**config.mk**
```make
export PLATFORM = sky130hd
export DESIGN_NAME = usbphy_regbank
export DESIGN_NICKNAME = d
export VERILOG_FILES = /design/src/rtl/usbphy_regbank_pkg.sv /design/src/rtl/usbphy_reg_decode.sv /design/src/rtl/usbphy_reg_cell.sv /design/src/rtl/usbphy_regbank.sv
export SDC_FILE = /design/constraint.sdc
export NUM_CORES = 1
export LEC_CHECK = 0
export BUFFER_PORTS_ARGS = -buffer_cell sky130_fd_sc_hd__buf_2
export CAP_MARGIN = 20
export CORE_MARGIN = 4
export CORE_UTILIZATION = 55
export DETAILED_ROUTE_END_ITERATION = 6
export HOLD_SLACK_MARGIN = 0.02
export PLACE_DENSITY = 0.81
export SETUP_SLACK_MARGIN = 0.05
export SYNTH_ARGS = -nofsm -noshare
export SYNTH_HDL_FRONTEND = slang
export SYNTH_SLANG_ARGS = --single-unit
export TNS_END_PERCENT = 5
```
**constraint.sdc**
```tcl
create_clock -name clk -period 5 [get_ports clk]
set_input_delay 0.5 -clock clk [delete_from_list [all_inputs] [get_ports clk]]
set_output_delay 0.5 -clock clk [all_outputs]
set_load 0.01 [all_outputs]
```
**src/rtl/usbphy_regbank_pkg.sv**
```systemverilog
package usbphy_regbank_pkg;

    localparam int DATA_W   = 32;
    localparam int NUM_REGS = 3;

    localparam int IDX_PWD = 0;
    localparam int IDX_TX  = 1;
    localparam int IDX_CTL = 2;

    localparam int SET_OFS = 4;
    localparam int CLR_OFS = 8;

    // control bit positions
    localparam int B_SRST        = 31;
    localparam int B_CLKGATE     = 30;
    localparam int B_AUTO_USBCLK = 26;
    localparam int B_AUTO_CLRUG  = 25;
    localparam int B_WAKE_VBUS   = 23;
    localparam int B_WAKE_ID     = 22;
    localparam int B_WAKE_LINE   = 21;
    localparam int B_AUTO_CLRPWD = 20;
    localparam int B_AUTO_CLRCG  = 19;
    localparam int B_AUTO_PLL    = 18;
    localparam int B_LS_LEVEL    = 15;
    localparam int B_FS_LEVEL    = 14;
    localparam int B_HOST_DISC   = 1;

    // transmit trim field low bits
    localparam int TX_P_LSB = 16;
    localparam int TX_N_LSB = 8;
    localparam int TX_D_LSB = 0;
    localparam int TRIM_W   = 4;

    typedef enum logic [1:0] {
        OP_IDLE,
        OP_PLAIN,
        OP_SET,
        OP_CLR
    } wr_op_e;

    function automatic logic [7:0] reg_base(input int idx);
        case (idx)
            IDX_PWD: return 8'h00;
            IDX_TX:  return 8'h10;
            default: return 8'h30;
        endcase
    endfunction

    function automatic logic [DATA_W-1:0] reg_mask(input int idx);
        logic [DATA_W-1:0] m;
        m = '0;
        case (idx)
            IDX_PWD: m = '1;
            IDX_TX: begin
                m[TX_P_LSB +: TRIM_W] = '1;
                m[TX_N_LSB +: TRIM_W] = '1;
                m[TX_D_LSB +: TRIM_W] = '1;
            end
            default: begin
                m[B_SRST]        = 1'b1;
                m[B_CLKGATE]     = 1'b1;
                m[B_AUTO_USBCLK] = 1'b1;
                m[B_AUTO_CLRUG]  = 1'b1;
                m[B_WAKE_VBUS]   = 1'b1;
                m[B_WAKE_ID]     = 1'b1;
                m[B_WAKE_LINE]   = 1'b1;
                m[B_AUTO_CLRPWD] = 1'b1;
                m[B_AUTO_CLRCG]  = 1'b1;
                m[B_AUTO_PLL]    = 1'b1;
                m[B_LS_LEVEL]    = 1'b1;
                m[B_FS_LEVEL]    = 1'b1;
                m[B_HOST_DISC]   = 1'b1;
            end
        endcase
        return m;
    endfunction

    function automatic logic [DATA_W-1:0] reg_rst(input int idx);
        logic [DATA_W-1:0] r;
        r = '0;
        case (idx)
            IDX_PWD: r = '1;
            IDX_TX:  r = '0;
            default: r[B_CLKGATE] = 1'b1;
        endcase
        return r;
    endfunction

    // bits that survive the soft reset hold (only the soft reset bit itself)
    function automatic logic [DATA_W-1:0] reg_keep(input int idx);
        logic [DATA_W-1:0] k;
        k = '0;
        if (idx == IDX_CTL) k[B_SRST] = 1'b1;
        return k;
    endfunction

endpackage

```
**src/rtl/usbphy_reg_decode.sv**
```systemverilog
module usbphy_reg_decode
    import usbphy_regbank_pkg::*;
#(
    parameter int ADDR_W = 8
) (
    input  logic [ADDR_W-1:0] addr,
    input  logic              wr,
    output logic [NUM_REGS-1:0] wr_sel,
    output wr_op_e            wr_op,
    output logic [NUM_REGS-1:0] rd_hit
);

    logic [NUM_REGS-1:0] hit_plain;
    logic [NUM_REGS-1:0] hit_set;
    logic [NUM_REGS-1:0] hit_clr;

    for (genvar g = 0; g < NUM_REGS; g++) begin : g_match
        localparam logic [ADDR_W-1:0] BASE = ADDR_W'(reg_base(g));
        assign hit_plain[g] = (addr == BASE);
        assign hit_set[g]   = (addr == BASE + ADDR_W'(SET_OFS));
        assign hit_clr[g]   = (addr == BASE + ADDR_W'(CLR_OFS));
    end

    always_comb begin
        wr_sel = '0;
        wr_op  = OP_IDLE;
        if (wr) begin
            wr_sel = hit_plain | hit_set | hit_clr;
            if (|hit_plain)    wr_op = OP_PLAIN;
            else if (|hit_set) wr_op = OP_SET;
            else if (|hit_clr) wr_op = OP_CLR;
        end
    end

    assign rd_hit = hit_plain;

endmodule

```
**src/rtl/usbphy_reg_cell.sv**
```systemverilog
module usbphy_reg_cell
    import usbphy_regbank_pkg::*;
#(
    parameter int              W    = 32,
    parameter logic [W-1:0]    RST  = '0,
    parameter logic [W-1:0]    MASK = '1,
    parameter logic [W-1:0]    KEEP = '0
) (
    input  logic         clk,
    input  logic         rst_n,
    input  logic         sel,
    input  wr_op_e       op,
    input  logic [W-1:0] wdata,
    input  logic         hold,
    output logic         keep_o,
    output logic [W-1:0] q_o
);

    logic [W-1:0] upd;
    logic [W-1:0] val_d;
    logic [W-1:0] val_q;

    always_comb begin
        upd = val_q;
        if (sel) begin
            case (op)
                OP_PLAIN: upd = wdata & MASK;
                OP_SET:   upd = val_q | (wdata & MASK);
                OP_CLR:   upd = val_q & ~wdata;
                default:  upd = val_q;
            endcase
        end
        if (hold) val_d = (upd & KEEP) | (RST & ~KEEP);
        else      val_d = upd;
    end

    always_ff @(posedge clk or negedge rst_n) begin
        if (!rst_n) val_q <= RST;
        else        val_q <= val_d;
    end

    assign keep_o = |(upd & KEEP);
    assign q_o    = val_q;

endmodule

```
**src/rtl/usbphy_regbank.sv**
```systemverilog
module usbphy_regbank
    import usbphy_regbank_pkg::*;
#(
    parameter int ADDR_W = 8
) (
    input  logic              clk,
    input  logic              rst_n,
    input  logic [ADDR_W-1:0] bus_addr,
    input  logic              bus_wr,
    input  logic [31:0]       bus_wdata,
    output logic [31:0]       bus_rdata,
    output logic [31:0]       pwr_down_o,
    output logic [3:0]        tx_term_p_o,
    output logic [3:0]        tx_term_n_o,
    output logic [3:0]        tx_drive_o,
    output logic              ctl_soft_reset_o,
    output logic              ctl_clk_gate_o,
    output logic              ctl_auto_usbclk_o,
    output logic              ctl_auto_clr_usbgate_o,
    output logic              ctl_wake_vbus_o,
    output logic              ctl_wake_id_o,
    output logic              ctl_wake_line_o,
    output logic              ctl_auto_clr_pwd_o,
    output logic              ctl_auto_clr_gate_o,
    output logic              ctl_auto_pll_on_o,
    output logic              ctl_ls_level_o,
    output logic              ctl_fs_level_o,
    output logic              ctl_host_disc_o
);

    logic [NUM_REGS-1:0] wr_sel;
    logic [NUM_REGS-1:0] rd_hit;
    wr_op_e              wr_op;
    logic [NUM_REGS-1:0] keep_v;
    logic [DATA_W-1:0]   q_v [NUM_REGS];
    logic                bank_hold;

    usbphy_reg_decode #(.ADDR_W(ADDR_W)) u_dec (
        .addr   (bus_addr),
        .wr     (bus_wr),
        .wr_sel (wr_sel),
        .wr_op  (wr_op),
        .rd_hit (rd_hit)
    );

    // next soft reset value decides whether the bank is held this edge
    assign bank_hold = |keep_v;

    for (genvar g = 0; g < NUM_REGS; g++) begin : g_reg
        usbphy_reg_cell #(
            .W    (DATA_W),
            .RST  (reg_rst(g)),
            .MASK (reg_mask(g)),
            .KEEP (reg_keep(g))
        ) u_cell (
            .clk    (clk),
            .rst_n  (rst_n),
            .sel    (wr_sel[g]),
            .op     (wr_op),
            .wdata  (bus_wdata),
            .hold   (bank_hold),
            .keep_o (keep_v[g]),
            .q_o    (q_v[g])
        );
    end

    always_comb begin
        bus_rdata = '0;
        for (int i = 0; i < NUM_REGS; i++) begin
            if (rd_hit[i]) bus_rdata = q_v[i];
        end
    end

    assign pwr_down_o  = q_v[IDX_PWD];
    assign tx_term_p_o = q_v[IDX_TX][TX_P_LSB +: TRIM_W];
    assign tx_term_n_o = q_v[IDX_TX][TX_N_LSB +: TRIM_W];
    assign tx_drive_o  = q_v[IDX_TX][TX_D_LSB +: TRIM_W];

    assign ctl_soft_reset_o       = q_v[IDX_CTL][B_SRST];
    assign ctl_clk_gate_o         = q_v[IDX_CTL][B_CLKGATE];
    assign ctl_auto_usbclk_o      = q_v[IDX_CTL][B_AUTO_USBCLK];
    assign ctl_auto_clr_usbgate_o = q_v[IDX_CTL][B_AUTO_CLRUG];
    assign ctl_wake_vbus_o        = q_v[IDX_CTL][B_WAKE_VBUS];
    assign ctl_wake_id_o          = q_v[IDX_CTL][B_WAKE_ID];
    assign ctl_wake_line_o        = q_v[IDX_CTL][B_WAKE_LINE];
    assign ctl_auto_clr_pwd_o     = q_v[IDX_CTL][B_AUTO_CLRPWD];
    assign ctl_auto_clr_gate_o    = q_v[IDX_CTL][B_AUTO_CLRCG];
    assign ctl_auto_pll_on_o      = q_v[IDX_CTL][B_AUTO_PLL];
    assign ctl_ls_level_o         = q_v[IDX_CTL][B_LS_LEVEL];
    assign ctl_fs_level_o         = q_v[IDX_CTL][B_FS_LEVEL];
    assign ctl_host_disc_o        = q_v[IDX_CTL][B_HOST_DISC];

endmodule

```
* Word-level counts from Yosys, hierarchy flattened *
Index checks and enable logic that the tools add are counted.

storage, ports and cells
  bits in registers = 96
  bits of input ports = 43
  output and inout bits = 89
  logic and storage cells = 52

operators by class
  eq/ne operators = 11
  muxes and demuxes = 17
  bitwise logic cells = 9
  reduce and logical (&&, ||, !) cells = 11

operator list
  cell                  number
  $mux W32              9
  $pmux W32 S3          3
  $and A32 B32 Y32      3
  $or A32 B32 Y32       2
  $not A32 Y32          1
  $or A32 B20 Y32       1
  $eq A8 B5 Y1 const B  3
  $eq A8 B6 Y1 const B  3
  $reduce_or A3 Y1      3
  $eq A8 B3 Y1 const B  1
  $eq A8 B4 Y1 const B  1
  $logic_not A8 Y1      1
  $mux W2               4
  $or A3 B3 Y3          2
  $reduce_and A2 Y1     3
  $reduce_bool A2 Y1    3
  $eq A2 B2 Y1 const B  2
  $reduce_bool A4 Y1    1
  $mux W3               1
  $eq A2 B1 Y1 const B  1

* Logic depth before layout (Yosys ltp) *
Gate-level depths: netlist of the first run.

  word-level depth = 11
  depth in mapped cells = 9
  depth with buffers taken out = 6

* Cells and area by module *
From an unflattened synthesis of the first run, not the netlist that was laid out.

unflattened totals
  cells, all modules = 707
  area, all modules = 6601.3 um2

modules (own cells, without submodules)
  module                              times used  cells an instance  area each (um2)  sequential area each (um2)
  usbphy_reg_cell at g_reg[0].u_cell  1           228                2628.8           840.8
  usbphy_reg_cell at g_reg[2].u_cell  1           160                1529.0           802.0
  usbphy_reg_cell at g_reg[1].u_cell  1           155                1447.6           800.8
  usbphy_regbank                      1           146                894.6            0.0
  usbphy_reg_decode                   1           18                 101.3            0.0

* Least setup slack after synthesis of the first run *
No wires, ideal clock.

  kind = input -> output
  start point = input bus_addr[2]
  end point = output bus_rdata[10]
  arrival time = 1925 ps
  required time = 4500 ps
  slack = 2575 ps
  stages on the path = 6
  path buffers = 2
  path through = buf_2 or3_1 nor3_1 clkbuf_1 nand2_1 o21ai_0

on the way
  cells in the longest elaborated chain, start to end = 4
  elaborated cells on any way between the ends = 6
  those cells by class = eq/ne (2); mux (3); reduce/logical (1)

RTL lines
  what                    line                     text
  start, declared         usbphy_regbank.sv:8      input logic [ADDR_W-1:0] bus_addr,
  $logic_not A8 Y1        usbphy_reg_decode.sv:19  assign hit_plain[g] = (addr == BASE);
  $mux W32 (2 in series)  usbphy_regbank.sv:70     if (rd_hit[i]) bus_rdata = q_v[i];
  $mux W32 (*)            usbphy_regbank.sv:70
  end, declared           usbphy_regbank.sv:11     output logic [31:0] bus_rdata,

Every way passes the cells marked *; elsewhere a longest branch is shown, timed or not.

* Worst setup path in the final report of the first run *
  start point = input bus_addr[4]
  end point = output bus_rdata[1]

The elaborated chain is that of the path after synthesis.

==> results of run 1 <==
==> cell usage in the layout (no fill, tap or decap), types with 3 or more instances in the layout <==
cell type   instances
a221o_1            33
dfstp_2            33
clkbuf_1            3
nand3_1             3
o21a_1             10
o21ai_0           105
a22o_1              9
a21oi_1            16
mux2i_1            32
nand2_1            48
nor3_1              3
clkinvlp_4          3
dfrtp_1            63
nand2b_1            3
nor2_1             24
xnor2_1             3
clkbuf_8            9
and3_1             30
o21ai_1             9
buf_4               9
buf_2             130
==> routing by layer <==
metal	up-vias	share of wire	track usage
met5	-	0	0
li1	2050	-	-
met1	2270	0.42	0.3932
met3	34	0.080	0.03586
met4	0	0.018	0.09163
met2	243	0.48	0.4702
==> kinds of logic after synthesis <==
group | after synthesis | share of synthesized area
multiplexers | 32 | 0.06457
buffers and inverters | 58 | 0.05927
XOR/XNOR | 3 | 0.005297
flip-flops | 96 | 0.4926
AO/OA/AOI/OAI | 193 | 0.2484
AND/OR/NAND/NOR | 127 | 0.1299
==> worst max path at each step <==
| stage | startpoint | end |
|---|---|---|
| 6_report | bus_addr[4] | bus_rdata[1] |
| 5_1_grt | bus_addr[4] | bus_rdata[1] |
| 4_1_cts | bus_addr[4] | bus_rdata[1] |
| 3_5_place_dp | bus_addr[4] | g_reg[0].u_cell.q_o[11] |
| 3_3_place_gp | bus_addr[4] | g_reg[0].u_cell.q_o[27] |
| 2_1_floorplan | bus_addr[2] | bus_rdata[10] |
==> layout make-up <==
class	instances	share of cell area
clock inverter	4	0.005396
sequential	96	0.4215
inverter	3	0.001943
clock buffer	12	0.02331
tap	108	0.02331
timing repair buffer	141	0.1334
multi-input combinational	355	0.3911
==> critical path: stages <==
cell and delay (ps):
buf_2 510, and2_1 250, nand2b_1 90, nor3_2 540, buf_4 420, nand2_1 90, o21ai_0 130, buf_2 190
==> stage by stage <==
step                      cell area, µm²  utilization
after floorplan                     4961            -
after global placement              5568       0.6354
after detailed placement            5595       0.6385
after CTS                           5762       0.6575
after global routing                5797       0.6615
final                               5797       0.6615
==> where the power goes <==
part	internal, mW	switching, mW	leakage (nW)
clock network	0.183	0.274	0.0728
registers	0.778	0.000285	1.22
logic	0.0316	0.0648	1.33
==> results.cfg, run 1 <==
[run_status]
status = complete, no violations

[layout]
area_growth_pct = 16.85
largest_reg_flops = 96
regArea_um2 = 2444
multi_input_area_um2 = 2267
fin_nets = 649
final_cells = 719
drive_gt1_frac = 0.3339
n_antenna_cell = 0
fillers = 707

[sta]
setup_viol = 0
slew-limit-headroom = 0.3884
period_minus_slack_ps = 3252
worst_pin_slew_ps = 909.8
hold-worst-slack_ps = 109.1
max_freq_mhz = 307.5
skew_ps = 15.20
final.period_utilization = 0.6504
drv_slew = 0
rsz0062_at_grt = no
setup_slack_ps = 1748
hold_viol_final = 0
final.setup.tns_ps = 0

[synth]
syn_avg_cell_area_um2 = 9.747
synth_warnings = 0
synth_top_area_frac = 0.3178
synth_edf_count = 0
async_reset_ff_frac = 1.000
yosys-top-cells-count = o21ai_0, dfrtp_1, nand2_1, a221o_1, dfstp_2
synthFlopType = dfrtp_1
ys_types = 44
synth_most_common_cell = o21ai_0
syn_nets = 552
ys_seq_elements = 96
synth.area.top_cells = dfrtp_1, dfstp_2, o21ai_0
synth_area_leader_cell = dfrtp_1
yosysSeqAreaShare = 0.4926
synth_area_um2 = 4961
syn_inst = 509

[worst_setup_path]
regToRegEndpoint = g_reg[0].u_cell.q_o[21]
cp-end-kind = primary output
startpoint_type = input pin
rr_worst_depth = 6
rrSetupSlack_ps = 2720
cp.required_ps = 4500
critPathKind = in2out
worst_ep_arrival_time_ps = 2750
timing.rr.start = g_reg[2].u_cell.q_o[31]
crit_path_max_fanout = 24

[cts]
cts.hold.buffers_added = 0
cts_buffers = 9
clock_latency_ps = 360
cts_setup_buffers = 0
cts_root_buffer = clkbuf_8
clk_path_buf_depth = 2
post_cts_resized = 0
path_clk_slew_ps = 100
tritoncts = done
clock-sinks = 96
htree_levels = 3

[placement]
place_congestion = 0.8535
pre_cts_ws_ps = 1776
dp_hpwl_um = 9846
portBuffers = 131
place_inst = 701

[drt]
viasPerCell = 6.394
drt_iter0_markers = 372
totalWireLength_um = 14660
wl_per_cell_um = 20.39
drc = 0
drtAntennaViolNets = 0
via_count = 4597
firstDrtPassIters = 5

[global_routing]
grt-ovfl-total = 0
grt_pass1_wl_um = 23660
grt_max_degree = 67
grtUsageTotal = 0.2850
antenna_found_initial = 0
grt_pass1_vias = 4594

[die]
boundaryPins = 132
dieArea_um2 = 10600
die_x_um = 103.0
core_um2 = 8763
std_cell_rows = 34
start_util = 0.5661
die_height_um = 103.0

[min_path]
hold_class = in2async

[power]
power_density_nw_per_um2 = 229.6
fin_total_pwr_mw = 1.331
ir_drop_mv = 0.1212
power_leakage_nw = 2.626

[run]
max_cap_violations = 0
No activity file was read; power rests on OpenSTA's default activity.
==> run 2: changes to the inputs <==
ABC_AREA = 1   (was not set)
PLACE_DENSITY = 0.79   (was 0.81)
clock period = 3 ns   (was 5 ns; I/O delays follow)
==> results.cfg, run 2 <==
[sta]
rsz0062_at_grt = no
setup_viol = 0
skew_ps = 8.161
slew-limit-headroom = 0.4426
drv_slew = 0
max_freq_mhz = 371.3
final.setup.tns_ps = 0
period_minus_slack_ps = 2693
final.period_utilization = 0.8978
hold_viol_final = 0
worst_pin_slew_ps = 833.1

[global_routing]
grt_pass1_vias = 6161
use_met3 = 0.04906
use_met1 = 0.4106
grt_max_degree = 57
antenna_found_initial = 1
grt_busiest_layer = met2
grt_pass1_wl_um = 31220
grt-ovfl-total = 0
gr-usage-met2 = 0.4953
grtUsageTotal = 0.3020

[layout]
final_cells = 1153
fin_nets = 1055
fin_util = 0.6650
regArea_um2 = 2444
drive_gt1_frac = 0.2173
final_cell_area_um2 = 6988
largest_reg_flops = 96
area_growth_pct = 16.16
multi_input_area_um2 = 3067
fillers = 986
final_cell_mix = nand2_1, nand3_1, buf_2, nor2_1, o21ai_0
layout_commonest_cell = nand2_1
n_antenna_cell = 0

[worst_setup_path]
regToRegEndpoint = g_reg[0].u_cell.q_o[26]
crit_path_max_fanout = 33
rrSetupSlack_ps = 810
timing.rr.start = g_reg[2].u_cell.q_o[31]
worst_ep_arrival_time_ps = 2390
startpoint_type = input pin
critPathKind = in2out
cp.required_ps = 2700
rr_worst_depth = 7
cp-end-kind = primary output
startpoint = bus_addr[0]

[cts]
clock-sinks = 96
cts_setup_buffers = 0
cts_root_buffer = clkbuf_8
htree_levels = 3
clock_latency_ps = 370
tritoncts = done
post_cts_resized = 0
cts.hold.buffers_added = 1
path_clk_slew_ps = 100
clk_path_buf_depth = 2
cts_buffers = 9

[power]
switching_share = 0.3581
p_clk_frac = 0.257
power_density_nw_per_um2 = 552.8
p_comb_frac = 0.240
switchingPower_mw = 1.383
intPower_mw = 2.479
power_leakage_nw = 3.684
seq_power_share = 0.503
ir_drop_mv = 0.2993

[synth]
synth.area.top_cells = dfrtp_1, nand2_1, dfstp_2
yosysSeqAreaShare = 0.4062
ys_seq_elements = 96
synth_area_leader_cell = dfrtp_1
synthFlopType = dfrtp_1
syn_avg_cell_area_um2 = 6.589
async_reset_ff_frac = 1.000
synth_area_um2 = 6016
syn_inst = 913
synth_top_area_frac = 0.2621
yosys-top-cells-count = nand2_1, nand3_1, nor2_1, o21ai_0, dfrtp_1
synth_most_common_cell = nand2_1
syn_nets = 956
synth_warnings = 0
synth_edf_count = 0
ys_types = 25

[min_path]
hold_class = in2reg
whs_path_depth = 3
min_to = g_reg[1].u_cell.q_o[16]
min-delay-start = bus_wdata[16]

[placement]
portBuffers = 131
place_inst = 1136
place_congestion = 0.9006
dp_hpwl_um = 12220
dpl_cell_area_um2 = 6754

[die]
boundaryPins = 132
core_um2 = 10510
std_cell_rows = 37
die_x_um = 112.6
die_height_um = 112.6
dieArea_um2 = 12680
start_util = 0.5724

[drt]
wl_per_cell_um = 16.19
drtAntennaViolNets = 0
via_count = 6479
drt_iter0_markers = 544
totalWireLength_um = 18670
drc = 0
firstDrtPassIters = 6
viasPerCell = 5.619

[run]
max_cap_violations = 0

[run_status]
status = complete, no violations
## run 2: changes by cell type after synthesis, moves of 32 or more
cell / before / now
nor2_1: 25 / 121
a221o_1: 33 / 0
nand3_1: 3 / 146
nand2_1: 48 / 304
mux2i_1: 32 / 0
o21ai_0: 105 / 68
inv_1: 2 / 49
## run 2: layout make-up
cell class | count | share of cell area
sequential | 96 | 0.3497
timing repair buffer | 152 | 0.1261
clock inverter | 7 | 0.01432
clock buffer | 9 | 0.01773
inverter | 54 | 0.02901
multi-input combinational | 699 | 0.4389
tap | 136 | 0.02435
## run 2: worst max-delay path by stage
stage,slack (ps),depth (start not counted),to
4_1_cts,360,11,bus_rdata[12]
3_3_place_gp,360,15,g_reg[0].u_cell.q_o[27]
6_report,310,11,bus_rdata[12]
3_5_place_dp,280,15,g_reg[0].u_cell.q_o[26]
5_1_grt,180,11,bus_rdata[2]
2_1_floorplan,1160,15,g_reg[0].u_cell.q_o[0]
## run 2: per-layer routing
| layer | wire length (µm) | vias to the layer above |
|---|---|---|
| met4 | 350 | 2 |
| li1 | - | 3130 |
| met2 | 8854 | 335 |
| met5 | 13 | - |
| met3 | 1688 | 37 |
| met1 | 7760 | 2975 |
## run 2: per-stage QoR
stage / hold slack, ps / setup WS, ps / power, mW
final: 205.2 / 306.7 / 3.863
after global routing: 218.5 / 177.1 / 4.076
after CTS: 195.0 / 357.4 / 3.866
after detailed placement: 318.6 / 279.9 / 2.886
after global placement: 316.6 / 361.8 / 2.860
after floorplan: 4.409 / 1160 / 2.429
## run 2: cells by family (layout without fill, tap and decap cells)
group	after synthesis	in the layout	synth area share
buf+inv	118	222	0.08819
simple gates	599	599	0.4147
flops	96	96	0.4062
compound gates	100	100	0.09089
## run 2: power groups by stage
stage | clock network (mW) | logic, mW | registers (mW)
2_1_floorplan | 0 | 0.443 | 1.99
3_3_place_gp | 0 | 0.908 | 1.95
3_5_place_dp | 0 | 0.931 | 1.95
4_1_cts | 0.999 | 0.932 | 1.94
5_1_grt | 1.05 | 1.04 | 1.99
6_report | 0.992 | 0.926 | 1.94
## run 2: critical path, cell delays in order
cell and delay, ps:
buf_2 90, inv_1 40, nand2_1 130, nor2_4 140, buf_4 420, inv_1 200
nor2_4 440, buf_4 280, nand2_1 70, nand3_1 110, buf_2 140
==> run 3: changes to the inputs <==
PLACE_DENSITY = 0.78   (was 0.79)
SYNTH_HIERARCHICAL = 1   (was not set)
==> results.cfg, run 3 <==
[worst_setup_path]
worst_path_max_delay_cell = or3_1
timing.rr.start = g_reg[2].u_cell/q_o[31]
cp_common_cell = nand2_1
critPathKind = in2reg
cp.required_ps = 3260
cp-end-kind = flop
crit_chain = buf_2 -> inv_1 -> nand2_1 -> nor2_1 -> o211ai_1 -> a21oi_1 -> inv_1 -> nand2_2 -> nand2_1 -> o21ai_0 -> nand2_1 -> or3_1 -> buf_4 -> nor2_4 -> buf_12 -> nand2_1 -> a21boi_0
startpoint = bus_addr[2]
worst_ep_arrival_time_ps = 2830
startpoint_type = input pin
path_buf_inv = 5
crit_path_max_fanout = 15
crit_family = simple AND/OR/NAND/NOR gates
cpPeakStageDelay_ps = 390

[layout]
area_growth_pct = 16.44
layout_commonest_cell = nand2_1
drive_gt1_frac = 0.2389
fillers = 1069
fin_util = 0.6669
final_cell_mix = nand2_1, nor2_1, buf_2, inv_1, dfrtp_1
largest_reg_flops = 96
n_antenna_cell = 0
fin_nets = 1206

[drt]
drtAntennaViolNets = 0
firstDrtPassIters = 5
via_count = 6856
viasPerCell = 5.230
wl_per_cell_um = 14.81
drc = 0
totalWireLength_um = 19420
drt_iter0_markers = 655

[cts]
clk_path_buf_depth = 2
cts_root_buffer = clkbuf_16
cts_setup_buffers = 0
clock-sinks = 96
htree_levels = 3
tritoncts = done
path_clk_slew_ps = 60
post_cts_resized = 0
clock_latency_ps = 350
cts_buffers = 9
cts.hold.buffers_added = 0

[synth]
syn_inst = 1040
synthFlopType = dfrtp_1
synth_area_um2 = 6651
synth_warnings = 6
syn_nets = 1083
ys_seq_elements = 96
synth_top_family_by_area = simple AND/OR/NAND/NOR gates
yosysSeqAreaShare = 0.3674
synthXorXnorAreaFrac = 0
ys_types = 31
synth_top_area_frac = 0.2810
synth.area.top_cells = nand2_1, dfrtp_1, dfstp_2
syn_avg_cell_area_um2 = 6.396
synthSimpleGateAreaFrac = 0.4644
async_reset_ff_frac = 1.000
synth_most_common_cell = nand2_1
synth_area_leader_cell = nand2_1
synth_compound_area_frac = 0.05098
synthMuxAreaShare = 0
synth_edf_count = 0
yosys-top-cells-count = nand2_1, nor2_1, inv_1, dfrtp_1, nand3_1
synth_fa_ha_area_frac = 0

[die]
start_util = 0.5727
boundaryPins = 132
core_um2 = 11610
std_cell_rows = 39
dieArea_um2 = 13920
die_x_um = 118.0
die_height_um = 118.0

[sta]
worst_pin_slew_ps = 814.7
final.setup.tns_ps = 0
rsz0062_at_grt = no
hold_viol_final = 0
skew_ps = 6.216
drv_slew = 0
max_freq_mhz = 388.1
final.period_utilization = 0.8589
hold-worst-slack_ps = 3.958
setup_viol = 0
slew-limit-headroom = 0.4548
period_minus_slack_ps = 2577

[global_routing]
grtUsageTotal = 0.2816
grt-ovfl-total = 0
grt_pass1_vias = 6479
grt_max_degree = 57
antenna_found_initial = 0
grt_pass1_wl_um = 32350

[run]
max_cap_violations = 0

[power]
ir_drop_mv = 0.2655
power_leakage_nw = 4.738
power_density_nw_per_um2 = 392.0
fin_total_pwr_mw = 3.036

[min_path]
hold_class = in2async

[placement]
portBuffers = 131
place_congestion = 0.8919
dp_hpwl_um = 13000

[run_status]
status = complete, no violations
[run 3: metrics by stage]
step                      area [µm²]  cells  setup slack, ps
after floorplan                 6651   1040            69.61
after detailed placement        7428   1295            106.1
after global placement          7428   1295            218.2
final                           7745   1311            423.4
after global routing            7745   1311            133.2
after CTS                       7745   1311            465.7
[run 3: layout make-up]
class	instances	area, µm²	area share
multi-input cells	793	3460	0.4467
flip-flops and latches	96	2444	0.3155
repair buffers	169	993.5	0.1283
inverters	94	352.8	0.04556
clock buffers	12	246.5	0.03183
well taps	143	178.9	0.02310
clock inverters	4	70.07	0.009047
[run 3: final timing paths]
path / end / depth (start not counted) / slack, ps
worst max-delay path: g_reg[2].u_cell/q_o[8] / 17 / 420
min in group clk: g_reg[2].u_cell/q_o[7] / 4 / 260
worst max register to register: g_reg[2].u_cell/q_o[8] / 8 / 1090
worst min register to register: g_reg[0].u_cell/q_o[6] / 2 / 470
worst min-delay path: g_reg[1].u_cell/q_o[9] / 1 / 4
max in group asynchronous: g_reg[0].u_cell/q_o[4] / 2 / 2160
[run 3: logic make-up (layout without fill, tap and decap cells)]
family,after synthesis,in the layout
compound gates,44,44
buf+inv,151,279
flops,96,96
other cells,2,2
simple gates,747,747
[run 3: worst reg2reg max path: cells and delay by family (launching register included)]
kind            cells  cell delay (ps)
compound gates      2              270
buf+inv             2              390
flops               1              420
simple gates        4              760
[run 3: power by group]
| part | total [mW] | internal [mW] | switching [mW] |
|---|---|---|---|
| Clock | 1.25 | 0.752 | 0.501 |
| Combinational | 0.389 | 0.132 | 0.257 |
| Sequential | 1.39 | 1.36 | 0.0353 |
[run 3: metal layers]
layer  vias up  wire length, µm  track usage
li1       3355                -            -
met1      3154             8606       0.3863
met2       306             9044       0.4502
met3        41             1413      0.05622
met4         0              351      0.08571
met5         -                0            0
